===== config.mk =====
export PLATFORM = sky130hd
export DESIGN_NAME = con_rx_port
export DESIGN_NICKNAME = d
export VERILOG_FILES = /design/src/rtl/con_rx_pkg.sv /design/src/rtl/con_rx_baud.sv /design/src/rtl/con_rx_frame.sv /design/src/rtl/con_rx_regs.sv /design/src/rtl/con_rx_port.sv
export SDC_FILE = /design/constraint.sdc
export NUM_CORES = 1
export LEC_CHECK = 0
export BUFFER_PORTS_ARGS = -buffer_cell sky130_fd_sc_hd__buf_2
export CAP_MARGIN = 15
export CORE_MARGIN = 1
export CORE_UTILIZATION = 60
export CTS_BUF_LIST = sky130_fd_sc_hd__clkbuf_8 sky130_fd_sc_hd__clkbuf_16
export CTS_CLUSTER_DIAMETER = 50
export DETAILED_ROUTE_END_ITERATION = 16
export PLACE_DENSITY = 0.84
export RECOVER_POWER = 50
export SLEW_MARGIN = 20
export SYNTH_ARGS = -nofsm -noshare
export SYNTH_HDL_FRONTEND = slang
export SYNTH_HIERARCHICAL = 1
export SYNTH_SLANG_ARGS = --single-unit

===== constraint.sdc =====
create_clock -name clk -period 4.8 [get_ports clk]
set_input_delay 0.48 -clock clk [delete_from_list [all_inputs] [get_ports clk]]
set_output_delay 0.48 -clock clk [all_outputs]
set_load 0.01 [all_outputs]

===== src/rtl/con_rx_pkg.sv =====
package con_rx_pkg;

  typedef enum logic [2:0] {
    ST_IDLE,
    ST_START,
    ST_DATA,
    ST_PAR,
    ST_STOP1,
    ST_STOP2,
    ST_RECOV
  } rx_state_t;

  typedef enum logic [1:0] {
    SEL_DATA = 2'd0,
    SEL_NOP  = 2'd1,
    SEL_STAT = 2'd2,
    SEL_CTRL = 2'd3
  } reg_sel_t;

  typedef struct packed {
    logic       par_en;
    logic       one_stop;
    logic [1:0] len_sel;
    logic       irq_en;
  } rx_cfg_t;

  localparam int CTL_IE_BIT    = 0;
  localparam int CTL_LEN_LO    = 11;
  localparam int CTL_STOP_BIT  = 13;
  localparam int CTL_PAR_BIT   = 14;
  localparam int STAT_IE_BIT   = 0;
  localparam int STAT_AVL_BIT  = 3;

endpackage


===== src/rtl/con_rx_baud.sv =====
module con_rx_baud #(
  parameter int CLK_DIV = 4
) (
  input  logic clk,
  input  logic rst_n,
  output logic tick
);
  localparam int CW = (CLK_DIV > 1) ? $clog2(CLK_DIV) : 1;
  localparam logic [CW-1:0] LAST = CW'(CLK_DIV - 1);

  logic [CW-1:0] cnt;

  always_ff @(posedge clk) begin
    if (!rst_n) cnt <= '0;
    else if (cnt == LAST) cnt <= '0;
    else cnt <= cnt + 1'b1;
  end

  assign tick = (cnt == LAST);

  generate
    if (CLK_DIV > 1) begin : g_gap
      // oversampling ticks are spaced by the divider
      a_r9_tick_gap: assert property (@(posedge clk) disable iff (!rst_n)
        tick |=> !tick);
    end
  endgenerate

endmodule


===== src/rtl/con_rx_frame.sv =====
module con_rx_frame
  import con_rx_pkg::*;
#(
  parameter int OVS  = 16,
  parameter int MAXB = 8
) (
  input  logic            clk,
  input  logic            rst_n,
  input  logic            tick,
  input  logic            rxd,
  input  rx_cfg_t         cfg,
  output logic            char_vld,
  output logic [MAXB-1:0] char_data
);
  localparam int TW   = $clog2(OVS);
  localparam int BW   = $clog2(MAXB);
  localparam int HALF = OVS / 2;
  localparam logic [TW-1:0] T_FULL  = TW'(OVS - 1);
  localparam logic [TW-1:0] T_HALF  = TW'(HALF - 1);
  localparam logic [TW-1:0] T_SHORT = TW'(OVS - OVS / 4 - 1);

  logic [1:0]      sync;
  logic            rx_s;
  rx_state_t       st;
  logic [TW-1:0]   tcnt;
  logic [BW-1:0]   bidx;
  logic [MAXB-1:0] shreg;
  logic            par_acc;
  logic            perr;
  rx_cfg_t         cfg_q;
  logic [BW:0]     nbits;
  logic            last_bit;
  logic            mid;
  logic            half_stop;
  logic [TW-1:0]   stop2_lim;

  always_ff @(posedge clk) begin
    if (!rst_n) sync <= 2'b11;
    else sync <= {sync[0], rxd};
  end
  assign rx_s = sync[1];

  assign nbits     = (BW+1)'(MAXB) - (BW+1)'(cfg_q.len_sel);
  assign last_bit  = ({1'b0, bidx} == (nbits - 1'b1));
  assign mid       = tick && (tcnt == T_FULL);
  assign half_stop = (cfg_q.len_sel == 2'b11);
  assign stop2_lim = half_stop ? T_SHORT : T_FULL;

  always_ff @(posedge clk) begin
    if (!rst_n) begin
      st        <= ST_IDLE;
      tcnt      <= '0;
      bidx      <= '0;
      shreg     <= '0;
      par_acc   <= 1'b0;
      perr      <= 1'b0;
      cfg_q     <= '0;
      char_vld  <= 1'b0;
      char_data <= '0;
    end else begin
      char_vld <= 1'b0;
      unique case (st)
        ST_IDLE: begin
          tcnt <= '0;
          if (tick && !rx_s) st <= ST_START;
        end
        ST_START: begin
          if (tick) begin
            if (tcnt == T_HALF) begin
              tcnt <= '0;
              if (!rx_s) begin
                st      <= ST_DATA;
                bidx    <= '0;
                par_acc <= 1'b0;
                perr    <= 1'b0;
                cfg_q   <= cfg;
              end else begin
                st <= ST_IDLE;
              end
            end else begin
              tcnt <= tcnt + 1'b1;
            end
          end
        end
        ST_DATA: begin
          if (mid) begin
            tcnt    <= '0;
            shreg   <= {rx_s, shreg[MAXB-1:1]};
            par_acc <= par_acc ^ rx_s;
            bidx    <= bidx + 1'b1;
            if (last_bit) st <= cfg_q.par_en ? ST_PAR : ST_STOP1;
          end else if (tick) begin
            tcnt <= tcnt + 1'b1;
          end
        end
        ST_PAR: begin
          if (mid) begin
            tcnt <= '0;
            perr <= par_acc ^ rx_s;
            st   <= ST_STOP1;
          end else if (tick) begin
            tcnt <= tcnt + 1'b1;
          end
        end
        ST_STOP1: begin
          if (mid) begin
            tcnt <= '0;
            if (!rx_s) begin
              st <= ST_RECOV;
            end else if (cfg_q.one_stop) begin
              st        <= ST_IDLE;
              char_vld  <= !perr;
              char_data <= shreg >> cfg_q.len_sel;
            end else begin
              st <= ST_STOP2;
            end
          end else if (tick) begin
            tcnt <= tcnt + 1'b1;
          end
        end
        ST_STOP2: begin
          if (tick && tcnt == stop2_lim) begin
            tcnt <= '0;
            if (!rx_s) begin
              st <= ST_RECOV;
            end else begin
              st        <= ST_IDLE;
              char_vld  <= !perr;
              char_data <= shreg >> cfg_q.len_sel;
            end
          end else if (tick) begin
            tcnt <= tcnt + 1'b1;
          end
        end
        ST_RECOV: begin
          tcnt <= '0;
          if (rx_s) st <= ST_IDLE;
        end
        default: st <= ST_IDLE;
      endcase
    end
  end

  // a character is only delivered after a high stop sample
  a_r3_stop_high: assert property (@(posedge clk) disable iff (!rst_n)
    char_vld |-> $past(rx_s));

  // data phase is entered only when the start midpoint sample was low
  a_r9_start_low: assert property (@(posedge clk) disable iff (!rst_n)
    (st == ST_DATA && $past(st) == ST_START) |-> !$past(rx_s));

  // delivered character has nothing above the configured length
  a_r2_right_just: assert property (@(posedge clk) disable iff (!rst_n)
    char_vld |=> ((char_data >> nbits) == '0));

endmodule


===== src/rtl/con_rx_regs.sv =====
module con_rx_regs
  import con_rx_pkg::*;
#(
  parameter int WORD_W = 16,
  parameter int MAXB   = 8
) (
  input  logic              clk,
  input  logic              rst_n,
  input  logic              reg_en,
  input  logic              reg_wr,
  input  logic [1:0]        reg_sel,
  input  logic [WORD_W-1:0] wdata,
  input  logic              mon_active,
  input  logic              char_vld,
  input  logic [MAXB-1:0]   char_data,
  output rx_cfg_t           cfg,
  output logic [WORD_W-1:0] rdata,
  output logic              irq
);
  reg_sel_t        sel;
  logic            rd_stb;
  logic            wr_ctl;
  logic            data_rd;
  logic [MAXB-1:0] hold;
  logic            avail;
  logic            avail_vis;

  assign sel     = reg_sel_t'(reg_sel);
  assign rd_stb  = reg_en && !reg_wr;
  assign wr_ctl  = reg_en && reg_wr && (sel == SEL_CTRL);
  assign data_rd = rd_stb && (sel == SEL_DATA);

  always_ff @(posedge clk) begin
    if (!rst_n) begin
      cfg <= '0;
    end else if (wr_ctl) begin
      cfg.irq_en   <= wdata[CTL_IE_BIT];
      cfg.len_sel  <= wdata[CTL_LEN_LO+1:CTL_LEN_LO];
      cfg.one_stop <= wdata[CTL_STOP_BIT];
      cfg.par_en   <= wdata[CTL_PAR_BIT];
    end
  end

  always_ff @(posedge clk) begin
    if (!rst_n) hold <= '0;
    else if (char_vld) hold <= char_data;
  end

  always_ff @(posedge clk) begin
    if (!rst_n) avail <= 1'b0;
    else if (char_vld && !mon_active) avail <= 1'b1;
    else if (data_rd && !mon_active) avail <= 1'b0;
  end

  assign avail_vis = avail && !mon_active;
  assign irq       = cfg.irq_en && avail_vis;

  always_comb begin
    rdata = '0;
    if (rd_stb) begin
      unique case (sel)
        SEL_DATA: rdata = WORD_W'(hold);
        SEL_STAT: begin
          rdata[STAT_IE_BIT]  = cfg.irq_en;
          rdata[STAT_AVL_BIT] = avail_vis;
        end
        default: rdata = '0;
      endcase
    end
  end

  // a data read with the monitor idle clears the flag
  a_r7_read_clears: assert property (@(posedge clk) disable iff (!rst_n)
    (data_rd && !mon_active && !char_vld) |=> !avail);

  // a data read with the monitor active keeps the flag
  a_r7_mon_keeps: assert property (@(posedge clk) disable iff (!rst_n)
    (data_rd && mon_active) |=> (avail == $past(avail)));

  // the flag cannot be raised while the monitor owns the console
  a_r6_mon_no_set: assert property (@(posedge clk) disable iff (!rst_n)
    (!avail && mon_active) |=> !avail);

  // a good character with the monitor idle raises the flag
  a_r6_char_sets: assert property (@(posedge clk) disable iff (!rst_n)
    (char_vld && !mon_active) |=> avail);

  // the no-operation select leaves all state alone
  a_r8_nop_quiet: assert property (@(posedge clk) disable iff (!rst_n)
    (reg_en && sel == SEL_NOP && !char_vld) |=> ($stable(avail) && $stable(cfg)));

endmodule


===== src/rtl/con_rx_port.sv =====
module con_rx_port
  import con_rx_pkg::*;
#(
  parameter int CLK_DIV = 4,
  parameter int OVS     = 16,
  parameter int MAXB    = 8,
  parameter int WORD_W  = 16
) (
  input  logic              clk,
  input  logic              rst_n,
  input  logic              rxd,
  input  logic              mon_active,
  input  logic              reg_en,
  input  logic              reg_wr,
  input  logic [1:0]        reg_sel,
  input  logic [WORD_W-1:0] wdata,
  output logic [WORD_W-1:0] rdata,
  output logic              irq
);
  logic            tick;
  rx_cfg_t         cfg;
  logic            char_vld;
  logic [MAXB-1:0] char_data;

  con_rx_baud #(.CLK_DIV(CLK_DIV)) u_baud (
    .clk  (clk),
    .rst_n(rst_n),
    .tick (tick)
  );

  con_rx_frame #(.OVS(OVS), .MAXB(MAXB)) u_frame (
    .clk      (clk),
    .rst_n    (rst_n),
    .tick     (tick),
    .rxd      (rxd),
    .cfg      (cfg),
    .char_vld (char_vld),
    .char_data(char_data)
  );

  con_rx_regs #(.WORD_W(WORD_W), .MAXB(MAXB)) u_regs (
    .clk       (clk),
    .rst_n     (rst_n),
    .reg_en    (reg_en),
    .reg_wr    (reg_wr),
    .reg_sel   (reg_sel),
    .wdata     (wdata),
    .mon_active(mon_active),
    .char_vld  (char_vld),
    .char_data (char_data),
    .cfg       (cfg),
    .rdata     (rdata),
    .irq       (irq)
  );

  // interrupt never shows while the monitor is active
  a_r5_irq_masked: assert property (@(posedge clk) disable iff (!rst_n)
    (mon_active && $past(mon_active)) |-> !irq);

endmodule


**Word-level counts from Yosys, hierarchy flattened**

Cells that the tools add are included.

- Shift-type cells: 1
- Equal/unequal tests: 27
- Bitwise logic cells: 3
- Reductions and logical operators: 32
- Multiplexer cells: 52
- Add/subtract/negate cells: 5

Operators with widths:

| operator | count |
|---|---|
| $mux 3 | 18 |
| $mux 8 | 5 |
| $mux 4 | 6 |
| $ne 2x1->1 const B | 12 |
| $pmux 3 s7 | 1 |
| $mux 16 | 1 |
| $pmux 4 s4 | 1 |
| $pmux 8 s2 | 1 |
| $logic_and 1x1->1 | 11 |
| $mux 1 | 11 |
| $pmux 1 s2 | 5 |
| $reduce_and 5->1 | 2 |
| $eq 3x3->1 const B | 3 |
| $reduce_and 9->1 | 1 |
| $eq 2x2->1 const B | 4 |
| $reduce_bool 2->1 | 4 |
| $shr 8x2->8 | 1 |
| $eq 3x2->1 const B | 2 |
| $pmux 3 s2 | 1 |
| $reduce_and 6->1 | 1 |
| $add 4x1->4 const B | 1 |
| $eq 3x4->1 | 1 |
| $eq 4x3->1 const B | 1 |
| $eq 4x4->1 | 1 |
| 18 further kinds | 25 |

- Word-level logic and storage cells: 139
- Output and inout port bits: 17
- Input bits: 24
- Register bits: 51

**Depth between registers and ports, before layout**

- Word-level depth: 6
- Mapped depth: 9

**Hierarchy**

The synthesis kept the hierarchy.

Modules (own cells, without submodules):

| module | area each (µm²) | cells an instance | sequential area each (µm²) | times used |
|---|---|---|---|---|
| con_rx_frame | 1914.3 | 215 | 700.7 | 1 |
| con_rx_regs | 701.9 | 76 | 280.3 | 1 |
| con_rx_baud | 73.8 | 5 | 40.0 | 1 |

**Worst setup path after synthesis**

OpenSTA, ideal clock, no wires.

- Path kind: flip-flop to flip-flop
- Start: reg u_baud.cnt[0]
- End: reg u_frame.char_data[0]
- Setup time: 0.128 ns
- Required time: 4.672 ns
- Path slack: 2.974 ns
- Data arrival time: 1.699 ns
- Cell stages (with the launch flop): 10
- Buffers on the path: 3
- Path through: dfxtp_1 ha_1 buf_6 and4_1 buf_2 and3_1 o211a_1 buf_4 mux2i_1 nor2_1

- Longest elaborated chain between the ends: 4
- Elaborated cells on any way between the ends: 6
- Those cells by class: 3 x eq/ne; 3 x reduce/logical

Ends and longest elaborated chain:

| element | RTL line | RTL |
|---|---|---|
| start, declared | con_rx_baud.sv:11 | `logic [CW-1:0] cnt;` |
| start signal, assigned | con_rx_baud.sv:16 | `else cnt <= cnt + 1'b1;` |
| $eq 2x2->1 * | con_rx_baud.sv:19 | `assign tick = (cnt == LAST);` |
| via tick | con_rx_port.sv:20 | `logic tick;` |
| $logic_and 1x1->1 (on tied branches) | con_rx_frame.sv:122, con_rx_frame.sv:45 |  |
| $ne 2x1->1 (no line) | -- |  |
| $reduce_and 6->1 (no line) * | -- |  |
| end signal, assigned | con_rx_frame.sv:113 | `char_data <= shreg >> cfg_q.len_sel;` |
| end signal, assigned | con_rx_frame.sv:129 | `char_data <= shreg >> cfg_q.len_sel;` |
| end, declared | con_rx_frame.sv:13 | `output logic [MAXB-1:0] char_data` |

Mark *: on every way through the listed nets, which the timed path passes. The rest lies on a longest branch.
A chain may end at the register's enable or synchronous reset.

**Worst setup path after layout**

- Start: reg u_baud.cnt[0]
- End: reg u_frame.par_acc

- Longest elaborated chain between the ends: 4
- Elaborated cells on any way between the ends: 5
- Those cells by class: 3 x eq/ne; 2 x reduce/logical

Ends and longest elaborated chain:

| element | RTL line | RTL |
|---|---|---|
| $eq 2x2->1 * | con_rx_baud.sv:19 |  |
| via tick | con_rx_port.sv:20 |  |
| $logic_and 1x1->1 | con_rx_frame.sv:45 | `assign mid = tick && (tcnt == T_FULL);` |
| $ne 2x1->1 (no line) | -- |  |
| $reduce_and 5->1 (no line) * | -- |  |
| end signal, assigned | con_rx_frame.sv:89 | `par_acc <= par_acc ^ rx_s;` |
| end, declared | con_rx_frame.sv:28 | `logic par_acc;` |

Marked as above.

==> flow_summary.json <==
{
  "share_comb_of_total_power_pct": 4.6,
  "yosys_warnings": 6,
  "ys.flop_type": "dfxtp_1",
  "post_cts_hold_buffer_count": 0,
  "yosysUniqueCellTypes": 57,
  "initial_core_util_pct": 64.9,
  "port_buffers": 21,
  "peakVddDrop_v": 0.000248,
  "routed-via-count": 2128,
  "tritoncts": "built",
  "antenna_cells": 0,
  "slowest_stage": "nand3_1",
  "worst_path_dominant_cell_family": "simple AND/OR/NAND/NOR gates",
  "grtUsageTotal_pct": 23.5,
  "most_common_cell_after_layout_fill_and_taps_aside": "dfxtp_1",
  "numClockSinks": 51,
  "cts.reportedPaths.clkPinSlew_ps": 90,
  "relSlewSlack_pct": 39.2,
  "unrepaired_setup_endpoints_after_global_routing": "no",
  "critPathMaxFanout": 12,
  "io_pins": 41,
  "leakage_nw": 1.14,
  "cts_max_level": 2,
  "p_clk_share_pct": 38.3,
  "row_count": 23,
  "status": "finished, final reports clean",
  "cp.buffers_inverters": 1,
  "floorplan.die.width_um": 69.0,
  "setup_violations": 0,
  "layout_common_cells": "51 x dfxtp_1, 40 x nor2_1, 34 x mux2i_1",
  "worstMarginPinSlew_ps": 912,
  "synth-async-reset-ratio_pct": 0,
  "grt_overflow": 0,
  "cts_resized": 0,
  "via_count_of_the_first_global_routing_pass": 1790,
  "pin_count_of_the_biggest_net_entering_global_routing": 30,
  "netlist_area_sq_mm": 0.00269,
  "clk_latency_ps": 300,
  "hpwlAfterDp_um": 3530,
  "die_h_um": 69.0,
  "fin_hold_viols": 0,
  "power.share.sequential_pct": 57.1,
  "drt.antenna.violating_nets": 0,
  "layout.filler_cells": 358,
  "post-cts-setup-buffer-count": 0,
  "drt_first_pass_iters": 4,
  "flow.area_growth_from_synthesis_pct": 4.28,
  "power_density_mw_per_mm2": 269,
  "fraction_of_layout_instances_using_a_drive_strength_above_1_pct": 11.2,
  "vias_per_cell": 6.01,
  "gate_count_of_the_mapped_netlist": 296,
  "cts_root_buf": "clkbuf_8",
  "combined_area_of_the_multi_input_logic_cells_sq_mm": 0.00148,
  "kind_of_end_point_of_the_critical_path": "flop",
  "fin_tns_setup_ps": 0,
  "worstPathArrival_ps": 2460,
  "finish.net_count": 331,
  "report.final.slew_viol_count": 0,
  "hold_path.class": "input pin to flop",
  "layout_worst_path_cycle_share_pct": 46.5,
  "wl_per_cell_um": 14.2,
  "grt_antenna_before_repair": 0,
  "seqCellArea_sq_mm": 0.00102,
  "fin_cells": 354,
  "numPlacedInstances": 347,
  "fmax_mhz": 448,
  "ys_ff_latch": 51,
  "synth.yosys.seq_area_share_pct": 38.0,
  "ctsLongestPathBuffers": 2,
  "finClkSkew_ps": 5.52,
  "finalWeightedCongestion": 0.882,
  "cts_inserted_buffers": 5,
  "drc_errors": 0,
  "total_switching_power_uw": 163,
  "drtIter0Drc": 106,
  "max_cap_viol_count": 0,
  "die_area_sq_mm": 0.00476,
  "syn-mean-instance-area_sq_um": 9.09,
  "delay_contributed_by_the_slowest_stage_of_the_critical_path_ps": 510,
  "cell_internal_pwr_uw": 592,
  "routed_wirelength_um": 5020,
  "number_of_enable_type_register_cells_in_the_synthesized_netlist": 0,
  "period_needed_ps": 2230,
  "required_ps": 5020,
  "critical_path.cell_chain": "ha_1 -> and4_1 -> nand3_1 -> inv_1 -> nand3b_1 -> a21oi_1",
  "nature_of_the_critical_path_startpoint": "flop",
  "utilization_pct": 67.7,
  "path_class": "flop to flop",
  "core_sq_mm": 0.00414,
  "switching_share_pct": 21.6,
  "grt_first_pass_wirelength_um": 8180
}
[worst reg2reg max path, cell delays in order (launching register included)]
cell      delay, ps
dfxtp_1         340
ha_1            420
and4_1          400
nand3_1         510
inv_1           230
nand3b_1        100
a21oi_1         150
[cell type report]
cell class / instances / area share (%)
Clock buffer: 5 / 2.45
Clock inverter: 2 / 1.34
Inverter: 10 / 1.34
Multi-Input combinational cell: 215 / 52.7
Sequential cell: 51 / 36.4
Tap cell: 50 / 2.23
Timing Repair Buffer: 21 / 3.57
[Yosys cell counts (2+ instances only)]
master    instances  area [sq um]
a211oi_1          2          15.0
a211oi_2          2          25.0
a21oi_1          15          75.1
a221oi_1          3          26.3
a311oi_1          2          17.5
a31oi_1           3          18.8
and2_1            7          43.8
and3_1            2          12.5
buf_2             3          15.0
buf_4            10          75.1
buf_6             2          22.5
clkbuf_1         12          45.0
dfxtp_1          51          1020
ha_1              3          37.5
inv_1             9          33.8
mux2i_1          34           340
mux4_2            4          90.1
nand2_1          16          60.1
nand2b_1          6          37.5
nand3_1           8          40.0
nand3b_1          5          37.5
nand4_1           2          12.5
nor2_1           39           146
nor2b_1           6          37.5
nor3_1            2          10.0
nor3b_1           3          22.5
o21a_1            3          22.5
o21ai_0           5          25.0
o21ai_1           4          20.0
o41ai_1           2          17.5
or3b_1            2          17.5
xor2_1            4          35.0
[path summary, 6_finish.rpt]
check | from | endpoint | slack [ps] | cells past startpoint
max reg2reg | u_baud/cnt[0]$_SDFF_PP0_ | u_frame/par_acc$_SDFFE_PN0P_ | 2570 | 6
min reg2reg | u_frame/sync[0]$_SDFF_PN1_ | u_frame/sync[1]$_SDFF_PN1_ | 420 | 1
min | rxd | u_frame/sync[0]$_SDFF_PN1_ | 350 | 2
max | u_baud/cnt[0]$_SDFF_PP0_ | u_frame/par_acc$_SDFFE_PN0P_ | 2570 | 6
[routing by layer]
layer,part of all wire [%],GRT usage [%]
met5,0,0
met4,1.1,9.44
met3,5.4,5.76
met2,47,37.7
met1,47,30.0
[cell families after synthesis]
group                      after synthesis  share of synthesized area [%]
and+or+nand+nor                        107                           21.4
AOI/OAI and AO/OA                       54                           14.1
DFF                                     51                           38.0
muxes                                   39                           16.4
buffers and inverters                   37                           7.26
xor gates and xnor gates                 4                           1.30
adders and majority gates                3                           1.40
other                                    1                          0.139
[metrics by stage]
stage / setup WS [ps] / hold WS, ps / area (sq um) / total power [mW]
floorplan: 2970 / 386 / 2720 / 0.470
global placement: 2670 / 389 / 2730 / 0.476
detailed placement: 2650 / 403 / 2730 / 0.477
CTS: 2580 / 339 / 2830 / 0.763
global route: 2380 / 355 / 2810 / 0.782
finish: 2570 / 348 / 2810 / 0.755
[state kept, by name (all words and copies together) (netlist names)]
register,flops
u_baud/cnt,2
u_frame/bidx,3
u_frame/cfg_q,4
u_frame/char_data,8
u_frame/char_vld,1
u_frame/par_acc,1
u_frame/perr,1
u_frame/shreg,8
u_frame/st,3
u_frame/sync,2
u_frame/tcnt,4
u_regs/avail,1
u_regs/cfg,5
u_regs/hold,8
[power groups by stage]
| stage | Sequential [mW] | Combinational (mW) | Clock [mW] |
|---|---|---|---|
| after floorplan | 0.439 | 0.0317 | 0 |
| after global routing | 0.432 | 0.0397 | 0.311 |
| after detailed placement | 0.441 | 0.0363 | 0 |
| after CTS | 0.431 | 0.0365 | 0.295 |
| after global placement | 0.441 | 0.0353 | 0 |
| final | 0.431 | 0.0347 | 0.289 |
No activity file was read; power rests on OpenSTA's default activity.
